<file path="src/rtl/ocp_skip_pkg.sv">
package ocp_skip_pkg;

  typedef enum logic [1:0] {
    ST_IDLE  = 2'd0,
    ST_SKIP  = 2'd1,
    ST_WATCH = 2'd2
  } ocpState_t;

  // strobes from control to datapath
  typedef struct packed {
    logic clearCnt;
    logic incCnt;
    logic setTrip;
  } ctlStrobe_t;

  // counter decodes from datapath back to control
  typedef struct packed {
    logic atSkipEnd;
    logic atWindowEnd;
  } cntStatus_t;

endpackage

</file>
<file path="src/rtl/ocp_skip_datapath.sv">
module ocp_skip_datapath
  import ocp_skip_pkg::*;
#(
  parameter int SKIP_CYCLES  = 8,
  parameter int WATCH_CYCLES = 8
) (
  input  logic       clk,
  input  logic       rstN,
  input  ctlStrobe_t ctl,
  output cntStatus_t sts,
  output logic       tripPulse
);

  localparam int TOTAL = SKIP_CYCLES + WATCH_CYCLES;
  localparam int CNT_W = (TOTAL > 1) ? $clog2(TOTAL) : 1;
  localparam logic [CNT_W-1:0] SKIP_END = CNT_W'(SKIP_CYCLES);
  localparam logic [CNT_W-1:0] WIN_END  = CNT_W'(TOTAL - 1);

  logic [CNT_W-1:0] cycCnt;
  logic             tripReg;

  always_ff @(posedge clk or negedge rstN) begin
    if (!rstN) begin
      cycCnt  <= '0;
      tripReg <= 1'b0;
    end else begin
      tripReg <= ctl.setTrip;
      if (ctl.clearCnt) begin
        cycCnt <= '0;
      end else if (ctl.incCnt) begin
        cycCnt <= cycCnt + 1'b1;
      end
    end
  end

  always_comb begin
    sts.atSkipEnd   = (cycCnt == SKIP_END);
    sts.atWindowEnd = (cycCnt == WIN_END);
  end

  assign tripPulse = tripReg;

  // a trip pulse never lasts two clocks
  assert_trip_single_R10: assert property (@(posedge clk) disable iff (!rstN)
    tripReg |=> !tripReg);

  // one step per strobe, never wrapping past the window end
  assert_cnt_step_R6: assert property (@(posedge clk) disable iff (!rstN)
    ctl.incCnt && !ctl.clearCnt |=> cycCnt == $past(cycCnt) + 1'b1);

  assert_cnt_range_R6: assert property (@(posedge clk) disable iff (!rstN)
    cycCnt <= WIN_END);

endmodule

</file>
<file path="src/rtl/ocp_skip_control.sv">
module ocp_skip_control
  import ocp_skip_pkg::*;
(
  input  logic       clk,
  input  logic       rstN,
  input  logic       cycleStart,
  input  logic       limitFlag,
  input  logic       ssMask,
  input  cntStatus_t sts,
  output ctlStrobe_t ctl,
  output logic       hsInhibit
);

  ocpState_t state;
  ocpState_t nextState;
  logic      windowHit;

  assign windowHit = limitFlag && !ssMask;

  always_comb begin
    nextState = state;
    ctl       = '0;
    unique case (state)
      ST_IDLE: begin
        if (cycleStart && limitFlag) begin
          nextState    = ST_SKIP;
          ctl.clearCnt = 1'b1;
        end
      end
      ST_SKIP: begin
        if (cycleStart) begin
          if (!sts.atSkipEnd) begin
            ctl.incCnt = 1'b1;
          end else if (windowHit) begin
            ctl.setTrip = 1'b1;
            nextState   = ST_IDLE;
          end else if (sts.atWindowEnd) begin
            nextState = ST_IDLE;
          end else begin
            ctl.incCnt = 1'b1;
            nextState  = ST_WATCH;
          end
        end
      end
      ST_WATCH: begin
        if (cycleStart) begin
          if (windowHit) begin
            ctl.setTrip = 1'b1;
            nextState   = ST_IDLE;
          end else if (sts.atWindowEnd) begin
            nextState = ST_IDLE;
          end else begin
            ctl.incCnt = 1'b1;
          end
        end
      end
      default: nextState = ST_IDLE;
    endcase
  end

  always_ff @(posedge clk or negedge rstN) begin
    if (!rstN) begin
      state <= ST_IDLE;
    end else begin
      state <= nextState;
    end
  end

  assign hsInhibit = (state == ST_SKIP);

  // a flagged strobe in idle starts skipping on the next clock
  assert_skip_entry_R3: assert property (@(posedge clk) disable iff (!rstN)
    (state == ST_IDLE) && cycleStart && limitFlag |=> hsInhibit);

  // without a strobe the state never moves
  assert_no_strobe_hold_R2: assert property (@(posedge clk) disable iff (!rstN)
    !cycleStart |=> $stable(state));

  // a trip is never requested while the mask is up
  assert_mask_blocks_R7: assert property (@(posedge clk) disable iff (!rstN)
    ctl.setTrip |-> !ssMask && cycleStart);

  // the window never blocks the high side
  assert_watch_free_R9: assert property (@(posedge clk) disable iff (!rstN)
    (state == ST_WATCH) |-> !hsInhibit);

endmodule

</file>
<file path="src/rtl/ocp_skip_monitor.sv">
module ocp_skip_monitor
  import ocp_skip_pkg::*;
#(
  parameter int SKIP_CYCLES  = 8,
  parameter int WATCH_CYCLES = 8
) (
  input  logic clk,
  input  logic rstN,
  input  logic cycleStart,
  input  logic limitFlag,
  input  logic ssMask,
  output logic hsInhibit,
  output logic faultTrip
);

  ctlStrobe_t ctl;
  cntStatus_t sts;

  ocp_skip_control u_control (
    .clk        (clk),
    .rstN       (rstN),
    .cycleStart (cycleStart),
    .limitFlag  (limitFlag),
    .ssMask     (ssMask),
    .sts        (sts),
    .ctl        (ctl),
    .hsInhibit  (hsInhibit)
  );

  ocp_skip_datapath #(
    .SKIP_CYCLES  (SKIP_CYCLES),
    .WATCH_CYCLES (WATCH_CYCLES)
  ) u_datapath (
    .clk       (clk),
    .rstN      (rstN),
    .ctl       (ctl),
    .sts       (sts),
    .tripPulse (faultTrip)
  );

  // a trip always leaves the gate free
  assert_trip_no_inhibit_R9: assert property (@(posedge clk) disable iff (!rstN)
    faultTrip |-> !hsInhibit);

endmodule

</file>
<file path="config.mk">
export PLATFORM = sky130hd
export DESIGN_NAME = ocp_skip_monitor
export DESIGN_NICKNAME = d
export VERILOG_FILES = /design/src/rtl/ocp_skip_pkg.sv /design/src/rtl/ocp_skip_datapath.sv /design/src/rtl/ocp_skip_control.sv /design/src/rtl/ocp_skip_monitor.sv
export SDC_FILE = /design/constraint.sdc
export NUM_CORES = 1
export LEC_CHECK = 0
export ABC_AREA = 1
export BUFFER_PORTS_ARGS = -buffer_cell sky130_fd_sc_hd__buf_2
export CORE_UTILIZATION = 35
export DETAILED_ROUTE_END_ITERATION = 8
export GPL_TIMING_DRIVEN = 0
export PLACE_DENSITY = 0.63
export SETUP_SLACK_MARGIN = 0.05
export SLEW_MARGIN = 20
export SYNTH_ARGS = -nofsm -noshare
export SYNTH_HDL_FRONTEND = slang
export SYNTH_SLANG_ARGS = --single-unit
export TNS_END_PERCENT = 5
</file>
<file path="constraint.sdc">
create_clock -name clk -period 1.96 [get_ports clk]
set_clock_uncertainty 0.2 [all_clocks]
set_input_delay 0 -clock clk [delete_from_list [all_inputs] [get_ports clk]]
set_output_delay 0 -clock clk [all_outputs]
set_load 0.01 [all_outputs]
</file>
==> flow_metrics.env <==
export IMPL_outcome="complete, no violations"
export IMPL_clockRootBuffer="clkbuf_4"
export IMPL_finalSetupViolations=0
export IMPL_fp_dieW_microns=39.3
export IMPL_initial_utilization_pct=37.5
export IMPL_ys_seq_area_share_pct=35.9
export IMPL_drc_errors=0
export IMPL_antenna_found_initial=0
export IMPL_synth_fp_nets=70
export IMPL_path_clk_slew_ps=50
export IMPL_p_sw_mw=0.323
export IMPL_fillers=132
export IMPL_fin_hold_ws_ps=36.3
export IMPL_ys_ff_latch=7
export IMPL_slew_limit_headroom_pct=77.9
export IMPL_dp_cells=81
export IMPL_io_pins=7
export IMPL_nets=85
export IMPL_synth_area_leaders="dfrtp_1, ha_1, nand3_1"
export IMPL_cts_num_sinks=7
export IMPL_cts_buffers=3
export IMPL_yosysTopAreaCell="dfrtp_1"
export IMPL_post_cts_resize_count=0
export IMPL_timing_fmax_mhz=618
export IMPL_dieArea_sq_um=1550
export IMPL_hold_viol_final=0
export IMPL_track_usage_pct=16.5
export IMPL_synthToLayoutAreaGrowth_pct=23.6
export IMPL_p_comb_share_pct=51.6
export IMPL_dieHeight_microns=39.3
export IMPL_setup_tns_ps=0
export IMPL_seq_power_share_pct=30.5
export IMPL_multi_input_area_sq_um=279
export IMPL_async_reset_ff_share_pct=100
export IMPL_synth_ff_type="dfrtp_1"
export IMPL_cp_start_kind="register"
export IMPL_ant_nets=0
export IMPL_grt_pass1_wl_microns=1670
export IMPL_worst_r2r_setup_slack_ps=340
export IMPL_grt_max_degree=8
export IMPL_min_period_ps=1620
export IMPL_critPathSlowestCell="dfrtp_1"
export IMPL_synth_most_common_cell="nand2_1"
export IMPL_clk_path_buf_depth=2
export IMPL_hpwl_microns=790
export IMPL_min_path_type="in2reg"
export IMPL_min_period_over_period_pct=82.5
export IMPL_rsz0062_at_grt="false"
export IMPL_clkLatencyLatePin_ps=250
export IMPL_cp_common_cell="nor2_1"
export IMPL_cp_end_kind="register"
export IMPL_reg2reg_to="u_control.state[1]"
export IMPL_required_ps=1890
export IMPL_regArea_sq_um=175
export IMPL_r2r_start="u_control.state[1]"
export IMPL_grt_pass1_vias=433
export IMPL_ir_worst_vdd_mv=0.374
export IMPL_rows=13
export IMPL_hold_depth=5
export IMPL_synth_edf_count=0
export IMPL_wl_per_cell_microns=11.3
export IMPL_cts_tree="done"
export IMPL_whs_endpoint="u_datapath.tripPulse"
export IMPL_grt_overflow_total=0
export IMPL_totalWireLength_microns=1000
export IMPL_p_per_area_nw_per_um2=1200
export IMPL_synth_avg_cell_area_sq_um=8.13
export IMPL_crit_family="simple AND/OR/NAND/NOR gates"
export IMPL_final_layout_size_suffix_gt1_share_pct=17.6
export IMPL_synth_commonest_cells="nand2_1, nand3_1, inv_1"
export IMPL_core_sq_um=1300
export IMPL_htree_levels=1
export IMPL_port_buffers=6
export IMPL_instances_no_fill=89
export IMPL_p_leak_nw=0.309
export IMPL_synth_top_area_share_pct=35.9
export IMPL_internal_power_mw=0.399
export IMPL_timing_worst_setup_path_type="reg2reg"
export IMPL_cts_setup_buffers=0
export IMPL_place_congestion=0.761
export IMPL_reg2regPathDepth=8
export IMPL_synth_cells=60
export IMPL_worstHoldStart="cycleStart"
export IMPL_pwr_share_clk_pct=18.0
export IMPL_netlist_cell_type_count=16
export IMPL_drtIter0Drc=9
export IMPL_drt_pass1_iter_count=6
export IMPL_arrival_ps=1550
export IMPL_viasPerCell=4.98
export IMPL_antennaDiodeCount=0
export IMPL_maxCapViolCount=0
export IMPL_yosysWarnings=0
export IMPL_worst_path_largest_cell_delay_ps=370
export IMPL_syn_area_sq_um=488
export IMPL_num_vias=443
export IMPL_switching_share_pct=44.7
export IMPL_critPathMaxFanout=4
export IMPL_path_buf_inv=1
export IMPL_slew_viol_final=0
export IMPL_startpoint="u_control.state[1]"
export IMPL_cp_cell_sequence="inv_1 > ha_1 > nor2_1 > nor2_1 > a21oi_1 > nand3_1 > nand2_1 > o21ai_1"
export IMPL_worstMarginPinSlew_ps=331
==> worst max-delay path by stage <==
stage / end / slack [ps] / cells past startpoint
after global placement: u_datapath.tripPulse / 360 / 6
after CTS: u_control.state[1] / 340 / 8
after global routing: u_control.state[1] / 190 / 8
final: u_control.state[1] / 340 / 8
after floorplan: u_control.state[1] / 460 / 8
after detailed placement: u_control.state[1] / 340 / 8
==> cells in the final DEF (no fill, tap or decap), types with 2 or more instances in the layout <==
master,synthesis,routed
a21oi_1,2,2
buf_2,0,6
clkbuf_4,0,3
dfrtp_1,7,7
dlygate4sd3_1,0,4
ha_1,5,5
inv_1,9,9
nand2_1,11,11
nand3_1,10,10
nand3_2,2,2
nand4_1,3,3
nor2_1,3,3
o21ai_1,2,2
==> kinds of logic after synthesis <==
| kind of cell | after synthesis | share of synthesized area, % |
|---|---|---|
| and+or+nand+nor | 33 | 37.2 |
| buffers and inverters | 9 | 6.92 |
| DFF | 7 | 35.9 |
| AOI/OAI and AO/OA | 5 | 5.39 |
| adders and majority gates | 5 | 12.8 |
| xor gates and xnor gates | 1 | 1.80 |
==> metrics by stage <==
stage / power [mW] / setup WS, ps / utilization, % / area [sq um]
after floorplan: 0.504 / 462 / - / 488
after global placement: 0.580 / 361 / 41.3 / 537
after detailed placement: 0.592 / 343 / 41.3 / 537
after CTS: 0.732 / 336 / 46.3 / 603
after global routing: 0.806 / 193 / 46.3 / 603
final: 0.723 / 343 / 46.3 / 603
==> registers in the layout (all words and copies together), names as in the netlist <==
signal	cells
u_datapath.cycCnt	4
u_control.state	2
u_datapath.tripPulse	1
==> routing by layer <==
layer	global-route usage (%)	vias to the layer above	share of wire, %
met1	16.8	205	42
met4	7.76	0	1.6
met2	30.0	6	54
met5	0	-	0
li1	-	230	-
met3	5.11	2	1.7
==> power by group through the flow <==
stage / clock (mW) / combinational (mW) / sequential, mW
after CTS: 0.134 / 0.377 / 0.221
after detailed placement: 0 / 0.369 / 0.223
after global placement: 0 / 0.354 / 0.226
after global routing: 0.142 / 0.436 / 0.227
final: 0.130 / 0.373 / 0.220
after floorplan: 0 / 0.291 / 0.213
==> worst register-to-register path, cell delays in order, from the launching register on <==
cell and delay (ps):
dfrtp_1 370, inv_1 70, ha_1 240, nor2_1 150
nor2_1 60, a21oi_1 130, nand3_1 140, nand2_1 90
o21ai_1 60
==> layout make-up <==
class	count	area share, %
multi-input combinational	44	46.3
sequential	7	29.0
timing repair buffer	10	11.6
inverter	9	5.60
clock buffer	4	4.36
tap	15	3.11
==> timing repair <==
action	CTS	global route
hold buffers	4	0
hold endpoints to repair	9	0
setup endpoints to repair	0	0
No activity file was read; power rests on OpenSTA's default activity.
